<file path="config.mk">
export PLATFORM = sky130hd
export DESIGN_NAME = raster_fill_engine
export DESIGN_NICKNAME = d
export VERILOG_FILES = /design/src/rtl/rfe_pkg.sv /design/src/rtl/rfe_req_decode.sv /design/src/rtl/rfe_stip_scan.sv /design/src/rtl/rfe_span_ctr.sv /design/src/rtl/raster_fill_engine.sv
export SDC_FILE = /design/constraint.sdc
export NUM_CORES = 1
export LEC_CHECK = 0
export BUFFER_PORTS_ARGS = -buffer_cell sky130_fd_sc_hd__buf_2
export CAP_MARGIN = 5
export CORE_UTILIZATION = 40
export CTS_CLUSTER_DIAMETER = 60
export DETAILED_ROUTE_END_ITERATION = 7
export GPL_ROUTABILITY_DRIVEN = 0
export GPL_TIMING_DRIVEN = 0
export SLEW_MARGIN = 20
export SYNTH_ARGS = -nofsm -noshare
export SYNTH_HDL_FRONTEND = slang
export SYNTH_SLANG_ARGS = --single-unit
export TNS_END_PERCENT = 20
</file>
<file path="constraint.sdc">
create_clock -name clk -period 4.4 [get_ports clk]
set_input_delay 0 -clock clk [delete_from_list [all_inputs] [get_ports clk]]
set_output_delay 0 -clock clk [all_outputs]
set_load 0.03 [all_outputs]
</file>
<file path="src/rtl/rfe_pkg.sv">
package rfe_pkg;
    localparam int WORD_W   = 32;
    localparam int MASK_W   = 32;
    localparam int IDX_W    = $clog2(MASK_W);
    localparam int SRC_W    = 24;
    localparam int LENF_W   = 5;
    localparam int LENF_LSB = 24;
    localparam int LEN_W    = LENF_W + 1;
    localparam int CMD_BIT  = 2;

    typedef enum logic [2:0] {
        ST_IDLE,
        ST_STIP,
        ST_FILL,
        ST_CRD,
        ST_CWR
    } eng_state_e;

    typedef enum logic [1:0] {
        REQ_NONE,
        REQ_COLOUR,
        REQ_CMD,
        REQ_READ
    } req_kind_e;
endpackage

</file>
<file path="src/rtl/rfe_req_decode.sv">
module rfe_req_decode
    import rfe_pkg::*;
#(
    parameter int PIX_AW = 20,
    localparam int ADDR_W = PIX_AW + 4
) (
    input  logic              req_valid,
    input  logic              req_write,
    input  logic [ADDR_W-1:0] req_addr,
    input  logic [3:0]        req_be,
    input  logic [WORD_W-1:0] req_wdata,
    output req_kind_e         kind,
    output logic              is_span,
    output logic [PIX_AW-1:0] dst,
    output logic [MASK_W-1:0] mask,
    output logic [PIX_AW-1:0] src,
    output logic [LEN_W-1:0]  len,
    output logic              src_fill
);
    logic full_word;

    always_comb begin
        full_word = (req_be == 4'hF) && (req_addr[1:0] == 2'b00);
        if (!req_valid) begin
            kind = REQ_NONE;
        end else if (!req_write) begin
            kind = REQ_READ;
        end else if (!full_word) begin
            kind = REQ_NONE;
        end else if (req_addr[CMD_BIT]) begin
            kind = REQ_CMD;
        end else begin
            kind = REQ_COLOUR;
        end
    end

    assign is_span  = req_addr[ADDR_W-1];
    assign dst      = req_addr[PIX_AW+2:3];
    assign mask     = req_wdata[MASK_W-1:0];
    assign src      = req_wdata[PIX_AW-1:0];
    assign src_fill = &req_wdata[SRC_W-1:0];
    assign len      = LEN_W'(req_wdata[LENF_LSB +: LENF_W]) + LEN_W'(1);
endmodule

</file>
<file path="src/rtl/rfe_stip_scan.sv">
module rfe_stip_scan
    import rfe_pkg::*;
(
    input  logic [MASK_W-1:0] mask,
    output logic              any,
    output logic [IDX_W-1:0]  idx,
    output logic [MASK_W-1:0] rest
);
    logic [IDX_W-1:0] pos;

    // The highest set bit is the lowest pixel offset still pending.
    always_comb begin
        pos = '0;
        for (int b = 0; b < MASK_W; b++) begin
            if (mask[b]) begin
                pos = IDX_W'(b);
            end
        end
        any       = |mask;
        idx       = IDX_W'(MASK_W - 1) - pos;
        rest      = mask;
        rest[pos] = 1'b0;
    end
endmodule

</file>
<file path="src/rtl/rfe_span_ctr.sv">
module rfe_span_ctr
    import rfe_pkg::*;
(
    input  logic             clk,
    input  logic             rst_n,
    input  logic             load,
    input  logic [LEN_W-1:0] len_in,
    input  logic             step,
    output logic [LEN_W-1:0] cnt,
    output logic             last
);
    logic [LEN_W-1:0] len_q;

    always_ff @(posedge clk or negedge rst_n) begin
        if (!rst_n) begin
            cnt   <= '0;
            len_q <= '0;
        end else if (load) begin
            cnt   <= '0;
            len_q <= len_in;
        end else if (step && !last) begin
            cnt <= cnt + LEN_W'(1);
        end
    end

    assign last = (cnt == len_q - LEN_W'(1));

    // the pixel counter never runs past the programmed length
    a_r6_count_in_range: assert property (@(posedge clk) disable iff (!rst_n)
        (len_q != '0) |-> (cnt < len_q));
endmodule

</file>
<file path="src/rtl/raster_fill_engine.sv">
module raster_fill_engine
    import rfe_pkg::*;
#(
    parameter int PIX_AW = 20,
    parameter int PIX_W  = 8,
    localparam int ADDR_W = PIX_AW + 4
) (
    input  logic              clk,
    input  logic              rst_n,
    input  logic              req_valid,
    input  logic              req_write,
    input  logic [ADDR_W-1:0] req_addr,
    input  logic [3:0]        req_be,
    input  logic [WORD_W-1:0] req_wdata,
    output logic              req_ready,
    output logic [WORD_W-1:0] req_rdata,
    output logic              busy,
    output logic              mem_en,
    output logic              mem_we,
    output logic [PIX_AW-1:0] mem_addr,
    output logic [PIX_W-1:0]  mem_wdata,
    input  logic [PIX_W-1:0]  mem_rdata
);
    eng_state_e state, state_nx;

    req_kind_e         dec_kind;
    logic              dec_span;
    logic [PIX_AW-1:0] dec_dst;
    logic [MASK_W-1:0] dec_mask;
    logic [PIX_AW-1:0] dec_src;
    logic [LEN_W-1:0]  dec_len;
    logic              dec_fill;

    logic [PIX_W-1:0]  colour_q;
    logic [PIX_W-1:0]  op_col;
    logic [PIX_AW-1:0] dst_q;
    logic [PIX_AW-1:0] src_q;
    logic [MASK_W-1:0] mask_q;

    logic              scan_any;
    logic [IDX_W-1:0]  scan_idx;
    logic [MASK_W-1:0] scan_rest;

    logic [LEN_W-1:0]  cnt;
    logic              cnt_last;
    logic              cnt_step;

    logic accept;
    logic colour_acc;
    logic cmd_acc;

    rfe_req_decode #(.PIX_AW(PIX_AW)) u_dec (
        .req_valid (req_valid),
        .req_write (req_write),
        .req_addr  (req_addr),
        .req_be    (req_be),
        .req_wdata (req_wdata),
        .kind      (dec_kind),
        .is_span   (dec_span),
        .dst       (dec_dst),
        .mask      (dec_mask),
        .src       (dec_src),
        .len       (dec_len),
        .src_fill  (dec_fill)
    );

    rfe_stip_scan u_scan (
        .mask (mask_q),
        .any  (scan_any),
        .idx  (scan_idx),
        .rest (scan_rest)
    );

    assign cnt_step = (state == ST_FILL) || (state == ST_CWR);

    rfe_span_ctr u_ctr (
        .clk    (clk),
        .rst_n  (rst_n),
        .load   (cmd_acc),
        .len_in (dec_len),
        .step   (cnt_step),
        .cnt    (cnt),
        .last   (cnt_last)
    );

    // Handshake
    assign busy       = (state != ST_IDLE);
    assign req_ready  = !busy || !(req_write && req_addr[CMD_BIT]);
    assign req_rdata  = '0;
    assign accept     = req_valid && req_ready;
    assign colour_acc = accept && (dec_kind == REQ_COLOUR);
    assign cmd_acc    = accept && (dec_kind == REQ_CMD);

    // Next-state logic
    always_comb begin
        state_nx = state;
        unique case (state)
            ST_IDLE: begin
                if (cmd_acc) begin
                    if (!dec_span) begin
                        state_nx = ST_STIP;
                    end else if (dec_fill) begin
                        state_nx = ST_FILL;
                    end else begin
                        state_nx = ST_CRD;
                    end
                end
            end
            ST_STIP: begin
                if (!scan_any || (scan_rest == '0)) begin
                    state_nx = ST_IDLE;
                end
            end
            ST_FILL: begin
                if (cnt_last) begin
                    state_nx = ST_IDLE;
                end
            end
            ST_CRD: begin
                state_nx = ST_CWR;
            end
            ST_CWR: begin
                state_nx = cnt_last ? ST_IDLE : ST_CRD;
            end
            default: state_nx = ST_IDLE;
        endcase
    end

    // State register
    always_ff @(posedge clk or negedge rst_n) begin
        if (!rst_n) begin
            state <= ST_IDLE;
        end else begin
            state <= state_nx;
        end
    end

    // Operand registers
    always_ff @(posedge clk or negedge rst_n) begin
        if (!rst_n) begin
            colour_q <= '0;
            op_col   <= '0;
            dst_q    <= '0;
            src_q    <= '0;
            mask_q   <= '0;
        end else begin
            if (colour_acc) begin
                colour_q <= req_wdata[PIX_W-1:0];
            end
            if (cmd_acc) begin
                op_col <= colour_q;
                dst_q  <= dec_dst;
                src_q  <= dec_src;
                mask_q <= dec_span ? '0 : dec_mask;
            end else if (state == ST_STIP) begin
                mask_q <= scan_rest;
            end
        end
    end

    // Memory port outputs
    always_comb begin
        mem_en    = 1'b0;
        mem_we    = 1'b0;
        mem_addr  = '0;
        mem_wdata = '0;
        unique case (state)
            ST_IDLE: begin
                mem_en = 1'b0;
            end
            ST_STIP: begin
                mem_en    = scan_any;
                mem_we    = scan_any;
                mem_addr  = dst_q + PIX_AW'(scan_idx);
                mem_wdata = op_col;
            end
            ST_FILL: begin
                mem_en    = 1'b1;
                mem_we    = 1'b1;
                mem_addr  = dst_q + PIX_AW'(cnt);
                mem_wdata = op_col;
            end
            ST_CRD: begin
                mem_en   = 1'b1;
                mem_addr = src_q + PIX_AW'(cnt);
            end
            ST_CWR: begin
                mem_en    = 1'b1;
                mem_we    = 1'b1;
                mem_addr  = dst_q + PIX_AW'(cnt);
                mem_wdata = mem_rdata;
            end
            default: mem_en = 1'b0;
        endcase
    end

    // no memory traffic while idle
    a_r1_idle_quiet: assert property (@(posedge clk) disable iff (!rst_n)
        (state == ST_IDLE) |-> !mem_en);

    // command writes are held off while busy
    a_r8_cmd_held: assert property (@(posedge clk) disable iff (!rst_n)
        (busy && req_valid && req_write && req_addr[CMD_BIT]) |-> !req_ready);

    // a colour write taken while idle starts nothing
    a_r2_colour_no_start: assert property (@(posedge clk) disable iff (!rst_n)
        (!busy && req_valid && req_ready && dec_kind == REQ_COLOUR) |=> !busy);

    // every stipple cycle with work retires exactly one mask bit
    a_r5_one_bit_per_write: assert property (@(posedge clk) disable iff (!rst_n)
        (state == ST_STIP && mask_q != '0) |=>
            ($countones(mask_q) == $countones($past(mask_q)) - 1));

    // a copy write sits at the offset of the read just before it
    a_r7_copy_pairing: assert property (@(posedge clk) disable iff (!rst_n)
        (state == ST_CWR) |->
            ($past(mem_en && !mem_we) && (mem_addr - dst_q == $past(mem_addr) - src_q)));

    // colour of an operation in flight never changes
    a_r9_colour_frozen: assert property (@(posedge clk) disable iff (!rst_n)
        (busy && $past(busy)) |-> $stable(op_col));
endmodule

</file>
### Yosys cells after proc, flatten, opt, wreduce, memory -nomap -nowiden

Index checks and enable logic that the tools add are counted.
W data, S select, Z words.

* register bits after elaboration: 103
* bits of input ports: 72
* output and inout port bits: 64

* equal/unequal tests: 11
* $add $sub $neg: 7
* mux-type cells: 53
* magnitude comparators: 2
* reduce and logical (&&, ||, !) cells: 26
* bitwise gates (word level): 2

Operator list (count)
* $mux W32: 3
* $mux W5: 16
* $pmux W20 S3: 1
* $add A20 B6 Y20: 2
* $and A32 B32 Y32: 1
* $logic_not A32 Y1: 1
* $mux W4: 8
* $not A32 Y32: 1
* $reduce_or A32 Y1: 1
* $reduce_and A24 Y1: 1
* $mux W3: 7
* $add A20 B5 Y20: 1
* $mux W2: 8
* $pmux W8 S2: 1
* $pmux W3 S5: 1
* $mux W6: 2
* $logic_and A1 B1 Y1: 7
* $add A5 B1 Y6 const B: 1
* $add A6 B1 Y6 const B: 1
* $eq A3 B2 Y1 const B: 2
* $eq A6 B6 Y1: 1
* $lt A5 B6 Y1 const B: 1
* $ne A2 B2 Y1 const B: 3
* $sub A6 B1 Y6 const B: 1
* 19 further kinds: 29

### Logic depth before layout (Yosys ltp)

Gate-level depths: netlist of run 1.

* word-level depth: 41
* gate-level depth with buffers: 20
* depth with buffers taken out: 17

### Hierarchy

From an unflattened synthesis of run 1, not the netlist that was laid out.

* cell total of the unflattened synthesis: 883
* area total of the unflattened synthesis: 8124.0 um^2

By module, submodules not included
* raster_fill_engine: sequential area each 2277.2 um^2, area an instance 5915.7 um^2, cells each 596, instances 1
* rfe_stip_scan: sequential area each 0.0 um^2, area an instance 753.2 um^2, cells each 114, instances 1
* rfe_span_ctr: sequential area each 300.3 um^2, area an instance 747.0 um^2, cells each 76, instances 1
* rfe_req_decode: sequential area each 0.0 um^2, area an instance 708.2 um^2, cells each 97, instances 1

### Worst setup path after synthesis of run 1

No wires, ideal clock.

* path kind: reg2out
* start point: register state[2]
* end point: output mem_addr[18]
* cell stages (with the launch flop): 21
* arrival: 4.073 ns
* slack: 0.327 ns
* path buffers: 4
* cells stage by stage: dfrtp_1 -> buf_2 -> xor2_1 -> nand2b_1 -> clkbuf_1 -> clkbuf_1 -> clkbuf_1 -> nand2_1 -> nand2_1 -> ha_1 -> inv_1 -> fa_1 -> nor2b_1 -> o21ai_0 -> a21boi_0 -> o21a_1 -> o2111ai_1 -> nor2_1 -> nand2_1 -> xor2_1 -> o21ai_0

* word-level cells in the longest chain between the ends: 3
* elaborated cells between the ends (all ways): 6
* those cells by class: eq/ne (4); mux (1); reduce/logical (1)

Ends and longest elaborated chain
* start: declaration: line raster_fill_engine.sv:24 `eng_state_e state, state_nx;`
* start signal: assignment: line raster_fill_engine.sv:134 `state <= state_nx;`
* $eq A3 B2 Y1 / $eq A3 B3 Y1 (equally long branches): line raster_fill_engine.sv:167 `unique case (state)`
* $reduce_or A2 Y1 (no line)
* $pmux W20 S3 *: line raster_fill_engine.sv:167
* end: declaration: line raster_fill_engine.sv:20 `output logic [PIX_AW-1:0] mem_addr,`

Every way passes the cells marked *; elsewhere a longest branch is shown, timed or not.

### Final worst setup path of run 1

* start point: register mask_q[11]
* end point: output mem_addr[16]

* word-level cells in the longest chain between the ends: 24

Ends and longest elaborated chain
* start: declaration: line raster_fill_engine.sv:38 `logic [MASK_W-1:0] mask_q;`
* start signal: assignment: line raster_fill_engine.sv:154 `mask_q <= dec_span ? '0 : dec_mask;`
* start signal: assignment: line raster_fill_engine.sv:156 `mask_q <= scan_rest;`
* $mux W4 (5 in a row): line rfe_stip_scan.sv:15 `if (mask[b]) begin`
* $mux W5 (16 in a row): line rfe_stip_scan.sv:15
* $sub A5 B5 Y5: line rfe_stip_scan.sv:20 `idx = IDX_W'(MASK_W - 1) - pos;`
* $add A20 B5 Y20: line raster_fill_engine.sv:174 `mem_addr = dst_q + PIX_AW'(scan_idx);`
* $pmux W20 S3: line raster_fill_engine.sv:167

No other way between the ends.

==> results_dict.tcl, run 1 <==
set metrics [dict create \
    cts.htree.levels 3 \
    outcome "completed" \
    fmax_mhz 234 \
    cp_max_fo 9 \
    synth_top_area_cell "dfrtp_1" \
    met1Wirelength_um 11100 \
    intPower_w 0.00251 \
    crit_path_cell_trace "buf_2 -> or3b_2 -> nand4_1 -> a31o_2 -> nand3b_1 -> and3_4 -> nor2_4 -> nand2_1 -> fa_2 -> nor2b_1 -> o21a_1 -> o21ai_2 -> a21o_1 -> or3_4 -> or2_2 -> a221oi_2 -> o22ai_1 -> buf_4" \
    yosysSeqAreaShare 0.352 \
    pwr-share-seq 0.230 \
    synth_cell_types 69 \
    dieArea_um2 18900 \
    yosys-top-cells-area "dfrtp_1, nand2_1, o21ai_0, xor2_1, buf_4" \
    hold_viol_final 0 \
    antenna_found_initial 0 \
    wl_met3_um 1730 \
    sw_frac_of_total 0.509 \
    post_drt_wl_per_cell_um 18.4 \
    drt_iter0_drc 723 \
    cp.buffers_inverters 2 \
    synth_flop_cell "dfrtp_1" \
    post-route-period-util 0.972 \
    cp-end-kind "primary output" \
    clkPwrFrac 0.161 \
    syn_avg_cell_area_um2 7.88 \
    critPathSlowestCell "or3b_2" \
    critPathLaunchType "flop" \
    track_usage 0.282 \
    finalCriticalPeriod_ns 4.28 \
    cts-root-buf "clkbuf_16" \
    clkSinkCount 103 \
    drv_cap 0 \
    final_cell_count_no_fill 1367 \
    yosysMostFrequentCell "nand2_1" \
    antenna_left 0 \
    nNetsFinal 1220 \
    die_height_um 137 \
    ys_warn_count 0 \
    io_buffers 103 \
    yosysTopAreaCellShare 0.352 \
    clkTransAtPathRegs_ns 0.08 \
    slowest_delay_ns 0.44 \
    power_density_nw_per_um2 550 \
    ys_top_cells_by_count "nand2_1, dfrtp_1, o21ai_0, nor2_1, clkbuf_1" \
    final_area_um2 9280 \
    remaining_drc_errors 0 \
    required_ns 4.40 \
    dr.pass1.iters 5 \
    synth.ff_latch_count 103 \
    placed_area_um2 8280 \
    antenna_cells 0 \
    rsz0062_at_grt "true" \
    drv_slew 0 \
    p_comb_frac 0.609 \
    tns_ns 0 \
    areaGrowthSynthToFinish_pct 26.7 \
    vias 7526 \
    worstSetupPathType "flop to primary output" \
    async_flop_share 1.00 \
    cts_tree "yes" \
    hpwl_um 18400 \
    cts.path.max_buffers 2 \
    clk_latency_ns 0.37 \
    rows 49 \
    crit_family "simple AND/OR/NAND/NOR gates" \
    die_x_um 137 \
    wl_met2_um 11400 \
    dp.cells 1294 \
    drive_gt1_frac 0.191 \
    switchingPower_w 0.00260 \
    wl_um 25200 \
    initial_core_util 0.408 \
    cts_made_buffers 9 \
    synth_cells 930 \
    core_um2 18000 \
    tightest_slew_ns 0.779 \
    grt_max_degree 62 \
    io_pins 136 \
    arrival_ns 4.28 \
    highest_layer "met4" \
    first_global_vias 7077 \
    synth-edff-count 0 \
    syn_area_um2 7330 \
    setup_viol 0 \
    grt_pass1_wl_um 39500 \
    skew_ns 0.00859 \
    grt_overflow_total 0 \
    routed_via_density 5.51 \
    holdWs_ns 0.0175 \
    min_path_type "input pin to flop" \
    p_leak_nw 4.40 \
    ir_drop_mv 0.804 \
    maxSlewHeadroom 0.478 \
]
==> power groups by stage <==
stage	sequential (W)	combinational [W]	clock, W
after floorplan	0.00113	0.00201	0
after global placement	0.00117	0.00288	0
after detailed placement	0.00118	0.00288	0
after CTS	0.00117	0.00299	0.000835
after global routing	0.00119	0.00333	0.000868
final	0.00118	0.00311	0.000820
==> final cells by class <==
cell class,count,area (µm²)
fillers,1793,8680
inverters,28,105
clock buffers,12,256
multi-input cells,744,4380
plain buffers,82,490
flip-flops and latches,103,2580
repair buffers,165,1150
clock inverters,4,36.3
well taps,229,287
==> registers in the layout, summed over array words and instances, names as in the netlist <==
name,cells
src_q,20
mask_q,32
state,3
u_ctr.cnt,6
u_ctr.len_q,6
dst_q,20
op_col,8
colour_q,8
==> routing by layer <==
layer | track usage | up-vias
met2 | 0.438 | 326
met5 | 0 | -
met1 | 0.384 | 3534
met4 | 0.122 | 0
li1 | - | 3600
met3 | 0.0482 | 66
==> timing repair <==
action	CTS	global route
endpoints found under the setup margin	15	10
gates resized for setup	24	16
setup buffers	1	6
pin swaps	3	7
hold buffers	54	0
hold endpoints to repair	185	0
==> path summary, 6_finish.rpt <==
path / slack [ns] / startpoint / cells past startpoint / to
max reg2reg: 1.12 / mask_q[28]$_DFFE_PN0P_ / 9 / state[0]$_DFFE_PN0P_
min: 0.02 / req_addr[23] / 3 / mask_q[28]$_DFFE_PN0P_
max: 0.12 / mask_q[11]$_DFFE_PN0P_ / 18 / mem_addr[16]
max in group asynchronous: 3.60 / rst_n / 3 / mask_q[26]$_DFFE_PN0P_
min in group asynchronous: 0.13 / rst_n / 2 / mask_q[11]$_DFFE_PN0P_
min reg2reg: 0.47 / colour_q[5]$_DFFE_PN0P_ / 2 / op_col[5]$_DFFE_PN0P_
==> metrics by stage <==
stage / setup slack (ns) / total power, W / util
5_1_grt: -0.0335 / 0.00539 / 0.517
4_1_cts: 0.0105 / 0.00500 / 0.511
3_3_place_gp: -0.505 / 0.00405 / 0.459
3_5_place_dp: -0.601 / 0.00406 / 0.461
2_1_floorplan: 0.327 / 0.00314 / -
6_report: 0.121 / 0.00511 / 0.517
==> worst reg2reg max path: stages (launching register included) <==
cell and delay, ns:
dfrtp_1 0.36, buf_2 0.18, nor4_1 0.69, nand4_1 0.34, a211o_1 0.36, o32ai_1 0.35, o311a_1 0.23, nand4_1 0.09
nor4_1 0.30, a41oi_1 0.21
==> cells in the final DEF (no fill, tap or decap), drive strengths merged, types with 15 or more instances in the layout <==
cell type      n
nand2        208
buf          153
dfrtp        103
o21ai         95
dlygate4sd3   54
clkbuf        52
nor2          49
a21oi         34
nand3b        33
conb          32
xor2          31
inv           31
nand3         23
xnor2         21
nand4         19
nor3          15
==> cell families after synthesis <==
group,synth area share
adders and majority gates,0.0290
AOI/OAI and AO/OA,0.195
other,0.000512
DFF,0.352
and+or+nand+nor,0.267
muxes,0.0150
buffers and inverters,0.0794
xor gates and xnor gates,0.0622
Note: power is estimated with default switching activity, not from simulation.
==> inputs of run 2 (changes only) <==
--- a/config.mk
+++ b/config.mk
@@ -5,13 +5,14 @@
 export SDC_FILE = /design/constraint.sdc
 export NUM_CORES = 1
 export LEC_CHECK = 0
-export BUFFER_PORTS_ARGS = -buffer_cell sky130_fd_sc_hd__buf_2
+export BUFFER_PORTS_ARGS = -buffer_cell sky130_fd_sc_hd__clkbuf_2
 export CAP_MARGIN = 5
-export CORE_UTILIZATION = 40
+export CORE_UTILIZATION = 55
 export CTS_CLUSTER_DIAMETER = 60
 export DETAILED_ROUTE_END_ITERATION = 7
 export GPL_ROUTABILITY_DRIVEN = 0
 export GPL_TIMING_DRIVEN = 0
+export PLACE_DENSITY = 0.79
 export SLEW_MARGIN = 20
 export SYNTH_ARGS = -nofsm -noshare
 export SYNTH_HDL_FRONTEND = slang
==> results_dict.tcl, run 2 (synthesis gave the netlist of run 1 again) <==
set metrics [dict create \
    setup_viol 0 \
    min_path_type "input pin to flop" \
    hold_viol_final 0 \
    timing.rr.end "state[0]$_DFFE_PN0P_" \
    nNetsFinal 1225 \
    cts.htree.levels 3 \
    cts_tree "yes" \
    clkTransAtPathRegs_ns 0.08 \
    hp-start "req_addr[23]" \
    worstSetupPathType "flop to primary output" \
    final_util 0.722 \
    grt_max_degree 58 \
    slowest_delay_ns 0.40 \
    finalCriticalPeriod_ns 4.26 \
    regMostFlops "mask_q" \
    arrival_ns 4.26 \
    power.total_w 0.00507 \
    fmax_mhz 235 \
    cts_made_buffers 9 \
    die_x_um 117 \
    largest_register_ffs 32 \
    io_buffers 103 \
    drt_iter0_drc 947 \
    p_leak_nw 4.42 \
    critPathSlowestCell "fa_1" \
    core_um2 12800 \
    post_drt_wl_per_cell_um 18.3 \
    dpl_worst_slack_ns -0.367 \
    initial_core_util 0.571 \
    r2r_start "mask_q[24]$_DFFE_PN0P_" \
    antenna_left 0 \
    final_cell_mix "nand2_1, dfrtp_1, clkbuf_2" \
    hpwl_um 17000 \
    tightest_slew_ns 0.933 \
    rows 41 \
    clk_latency_ns 0.36 \
    drv_cap 0 \
    areaGrowthSynthToFinish_pct 26.3 \
    whs_endpoint "mask_q[28]$_DFFE_PN0P_" \
    skew_ns 0.0131 \
    grt_pass1_wl_um 38000 \
    maxSlewHeadroom 0.377 \
    cp.buffers_inverters 5 \
    critPathLaunchType "flop" \
    dieArea_um2 13800 \
    antenna_cells 0 \
    crit_family "compound AO/OA/AOI/OAI gates" \
    drv_slew 0 \
    final_cell_count_no_fill 1315 \
    crit_path_cell_trace "clkbuf_4 -> xor2_2 -> nand2b_2 -> buf_4 -> clkbuf_4 -> nand2_1 -> nand2_1 -> ha_1 -> inv_1 -> fa_1 -> nor2b_1 -> o21ai_0 -> a21boi_1 -> o21a_1 -> o2111ai_2 -> nand2b_4 -> a221oi_2 -> o22ai_1 -> buf_4" \
    r2r_slack_ns 1.05 \
    antenna_found_initial 0 \
    cts-root-buf "clkbuf_16" \
    regArea_um2 2580 \
    layout_commonest_cell "nand2_1" \
    tns_ns 0 \
    first_global_vias 7369 \
    cts.path.max_buffers 2 \
    dp.cells 1237 \
    dr.pass1.iters 6 \
    power_density_nw_per_um2 548 \
    largest_registers "mask_q (32), dst_q (20), src_q (20)" \
    outcome "completed" \
    cp_max_fo 10 \
    routed_via_density 6.02 \
    multiInputGateArea_um2 4380 \
    grt_overflow_total 0 \
    die_height_um 117 \
    vias 7916 \
    post-route-period-util 0.967 \
    cp-end-kind "primary output" \
    wl_um 24100 \
    worst_slack_ns 0.144 \
    clkSinkCount 103 \
    fill_cells 1061 \
    min_path_cells 3 \
    ir_drop_mv 0.410 \
    io_pins 136 \
    required_ns 4.40 \
    drive_gt1_frac 0.197 \
    worst-r2r-cell-count 9 \
    track_usage 0.351 \
    remaining_drc_errors 0 \
]
[run 2: repair_timing]
item | CTS | global route
pin swaps | 2 | 9
buffers inserted | 1 | 13
gates resized for setup | 14 | 33
hold endpoints to repair | 184 | 0
hold buffers | 53 | 0
cloned | 0 | 0
setup endpoints to repair | 14 | 10
[run 2: worst max-delay path by stage]
stage                                 from           end  cells past startpoint
detailed placement    state[0]$_DFFE_PN0P_  mem_addr[16]                     19
CTS                 mask_q[11]$_DFFE_PN0P_  mem_addr[16]                     18
finish                state[1]$_DFFE_PN0P_  mem_addr[16]                     19
global route          state[1]$_DFFE_PN0P_  mem_addr[16]                     19
floorplan             state[2]$_DFFE_PN0P_  mem_addr[18]                     20
global placement      state[0]$_DFFE_PN0P_  mem_addr[16]                     19
[run 2: power breakdown]
part / total, W / switching (W) / leakage, nW / internal (W)
clock network: 0.000833 / 0.000417 / 0.142 / 0.000416
logic: 0.00306 / 0.00201 / 2.92 / 0.00106
registers: 0.00118 / 0.000140 / 1.36 / 0.00104
total: 0.00507 / 0.00257 / 4.42 / 0.00251
[run 2: area by class of cell]
class / instances / area share
buffer: 81 / 0.0518
clock buffer: 10 / 0.0258
clock inverter: 6 / 0.00676
inverter: 28 / 0.0114
multi-input combinational: 744 / 0.473
sequential: 103 / 0.279
tap: 172 / 0.0233
timing repair buffer: 171 / 0.129
[run 2: through the flow]
| stage | instance area (µm²) | hold WS [ns] |
|---|---|---|
| after CTS | 9080 | 0.0329 |
| after floorplan | 7440 | -0.296 |
| after global placement | 8170 | 0.190 |
| after detailed placement | 8210 | -0.0338 |
| final | 9260 | 0.0488 |
| after global routing | 9260 | 0.0996 |
[run 2: worst min-delay path, cell delays in order]
cell and delay [ns]:
clkbuf_2 0.17, nand3b_1 0.13, o21ai_0 0.07
[run 2: layer usage]
metal	GRT usage	part of all wire
met5	0	0
met4	0.163	0.037
met3	0.0730	0.12
met2	0.535	0.43
met1	0.477	0.41
==> inputs of run 3 (changes only) <==
--- a/config.mk
+++ b/config.mk
@@ -12,9 +12,10 @@
 export DETAILED_ROUTE_END_ITERATION = 7
 export GPL_ROUTABILITY_DRIVEN = 0
 export GPL_TIMING_DRIVEN = 0
-export PLACE_DENSITY = 0.79
+export PLACE_DENSITY = 0.78
 export SLEW_MARGIN = 20
 export SYNTH_ARGS = -nofsm -noshare
 export SYNTH_HDL_FRONTEND = slang
+export SYNTH_HIERARCHICAL = 1
 export SYNTH_SLANG_ARGS = --single-unit
 export TNS_END_PERCENT = 20
==> constraint.sdc (replaced) <==
create_clock -name clk -period 4.8 [get_ports clk]
set_input_delay 0 -clock clk [delete_from_list [all_inputs] [get_ports clk]]
set_output_delay 0 -clock clk [all_outputs]
set_load 0.03 [all_outputs]
==> results_dict.tcl, run 3 <==
set metrics [dict create \
    outcome "completed" \
    initial_core_util 0.561 \
    r2r_start "mask_q[12]$_DFFE_PN0P_" \
    critPathLaunchType "flop" \
    syn_avg_cell_area_um2 9.20 \
    antenna_found_initial 0 \
    switchingPower_w 0.00278 \
    final_area_um2 9570 \
    io_buffers 79 \
    largest_registers "mask_q (32), dst_q (20), src_q (20)" \
    cts.htree.levels 3 \
    cp.buffers_inverters 4 \
    yosysTopAreaCellShare 0.317 \
    synth_cell_types 81 \
    crit_family "compound AO/OA/AOI/OAI gates" \
    cts.path.max_buffers 2 \
    nNetsFinal 1128 \
    whs_endpoint "src_q[16]$_DFFE_PN0P_" \
    placed_area_um2 8900 \
    finalCriticalPeriod_ns 4.39 \
    arrival_ns 4.39 \
    path_common_cell "o21ai_0" \
    clkSinkCount 103 \
    drive_gt1_frac 0.285 \
    largest_register_ffs 32 \
    cp_max_fo 10 \
    crit_path_cell_trace "or3_1 -> nor4_1 -> a221oi_4 -> inv_2 -> buf_6 -> ha_1 -> inv_1 -> fa_1 -> nor2b_1 -> o21ai_0 -> a21boi_2 -> o2111ai_1 -> xor2_1 -> o21ai_0 -> clkbuf_2" \
    clk_latency_ns 0.36 \
    areaGrowthSynthToFinish_pct 17.7 \
    post_drt_wl_per_cell_um 17.6 \
    multiInputGateArea_um2 4570 \
    p_leak_nw 4.42 \
    maxSlewHeadroom 0.148 \
    synth-edff-count 0 \
    skew_ns 0.0117 \
    grt_max_degree 78 \
    hold_viol_final 0 \
    regMostFlops "mask_q" \
    first_global_vias 6691 \
    vias 7181 \
    syn_area_um2 8120 \
    slowest_delay_ns 0.49 \
    power_density_nw_per_um2 587 \
    yosys-top-cells-area "dfrtp_1, buf_4, mux2_2, mux2i_1, o21ai_0" \
    timing.rr.end "state[0]$_DFFE_PN0P_" \
    cp-end-kind "primary output" \
    layout_commonest_cell "buf_4" \
    clkPwrFrac 0.134 \
    regArea_um2 2580 \
    cts_tree "yes" \
    tightest_slew_ns 1.27 \
    antenna_cells 0 \
    async_flop_share 1.00 \
    worstSetupPathType "flop to primary output" \
    dieArea_um2 15300 \
    hpwl_um 16200 \
    worst_slack_ns 0.410 \
    ys_top_cells_by_count "buf_4, dfrtp_1, o21ai_0, mux2_2, nor2_1" \
    fmax_mhz 228 \
    ys_warn_count 6 \
    synth.ff_latch_count 103 \
    dr.pass1.iters 7 \
    final_cell_mix "buf_4, dfrtp_1, clkbuf_2" \
    fill_cells 1197 \
    synth_cells 883 \
    sw_frac_of_total 0.495 \
    track_usage 0.294 \
    p_comb_frac 0.597 \
    rsz0062_at_grt "false" \
    worst-r2r-cell-count 11 \
    post-route-period-util 0.915 \
    drv_slew 0 \
    core_um2 14500 \
    wl_um 21600 \
    dpl_worst_slack_ns -0.0275 \
    required_ns 4.80 \
    drt_iter0_drc 665 \
    io_pins 136 \
    min_path_cells 3 \
    grt_overflow_total 0 \
    grt_pass1_wl_um 34000 \
    ir_drop_mv 0.381 \
    pwr-share-seq 0.269 \
    cts-root-buf "clkbuf_16" \
    intPower_w 0.00284 \
    die_x_um 124 \
    drv_cap 0 \
    r2r_slack_ns 1.57 \
    clkTransAtPathRegs_ns 0.07 \
    synth_flop_cell "dfrtp_1" \
    hp-start "req_wdata[16]" \
    critPathSlowestCell "nor4_1" \
    yosysMostFrequentCell "buf_4" \
    rows 44 \
    routed_via_density 5.85 \
    min_path_type "input pin to flop" \
    synth_top_area_cell "dfrtp_1" \
    setup_viol 0 \
    die_height_um 124 \
    cts_made_buffers 9 \
    antenna_left 0 \
    yosysSeqAreaShare 0.317 \
    remaining_drc_errors 0 \
]
-- run 3: cell type report --
type                    count  area share
clock buffers               9      0.0235
well taps                 184      0.0241
multi-input cells         633       0.478
flip-flops and latches    103       0.269
repair buffers            117      0.0833
inverters                  29      0.0114
clock inverters             7     0.00837
plain buffers             146       0.102
-- run 3: worst max-delay path by stage --
stage                                 startpoint            to  cells after the start
after floorplan             state[2]$_DFFE_PN0P_  mem_addr[18]                     18
after global placement      state[2]$_DFFE_PN0P_  mem_addr[18]                     19
after detailed placement    state[2]$_DFFE_PN0P_  mem_addr[18]                     19
after CTS                   state[2]$_DFFE_PN0P_  mem_addr[18]                     18
after global routing      mask_q[29]$_DFFE_PN0P_  mem_addr[14]                     15
final                     mask_q[29]$_DFFE_PN0P_  mem_addr[14]                     15
-- run 3: power by group through the flow --
stage                     logic [W]  clock network, W  registers (W)
final                       0.00335          0.000753        0.00151
after global placement      0.00322                 0        0.00150
after global routing        0.00364          0.000803        0.00156
after detailed placement    0.00328                 0        0.00151
after floorplan             0.00250                 0        0.00140
after CTS                   0.00332          0.000767        0.00150
-- run 3: logic make-up (layout without fill, tap and decap cells) --
group | Yosys count | after routing | synth area share
mux | 103 | 103 | 0.137
other cells | 2 | 33 | 0.000924
fa+ha+maj | 17 | 17 | 0.0280
simple gates | 245 | 245 | 0.169
compound gates | 190 | 190 | 0.165
flops | 103 | 103 | 0.317
xor+xnor | 45 | 45 | 0.0485
buf+inv | 178 | 308 | 0.135
-- run 3: metrics by stage --
step | util | hold slack [ns] | instances | TNS [ns] | power [W]
2_1_floorplan | - | -0.296 | 914 | 0 | 0.00390
4_1_cts | 0.661 | 0.00377 | 1230 | 0 | 0.00558
3_5_place_dp | 0.615 | -0.0972 | 1178 | -0.0275 | 0.00480
3_3_place_gp | 0.612 | 0.225 | 1177 | 0 | 0.00473
5_1_grt | 0.661 | 0.0198 | 1228 | 0 | 0.00600
6_report | 0.661 | 0.00893 | 1228 | 0 | 0.00562
-- run 3: metal layers --
layer  track usage  wire (µm)  vias up
met3        0.0397       1470       43
met4         0.102        520        0
met5             0          0        -
li1              -          -     3399
met2         0.466       9910      308
met1         0.413       9670     3431
-- run 3: worst min-delay path: cells and delay by family --
kind | cells | cell delay, ns
buffers and inverters | 2 | 0.21
muxes | 1 | 0.12
-- run 3: repair_timing --
action | CTS | global route
buffers inserted | 2 | 0
gates resized for setup | 1 | 1
hold buffers | 35 | 0
hold endpoints to repair | 137 | 0
endpoints found under the setup margin | 8 | 6
pin swaps | 1 | 0
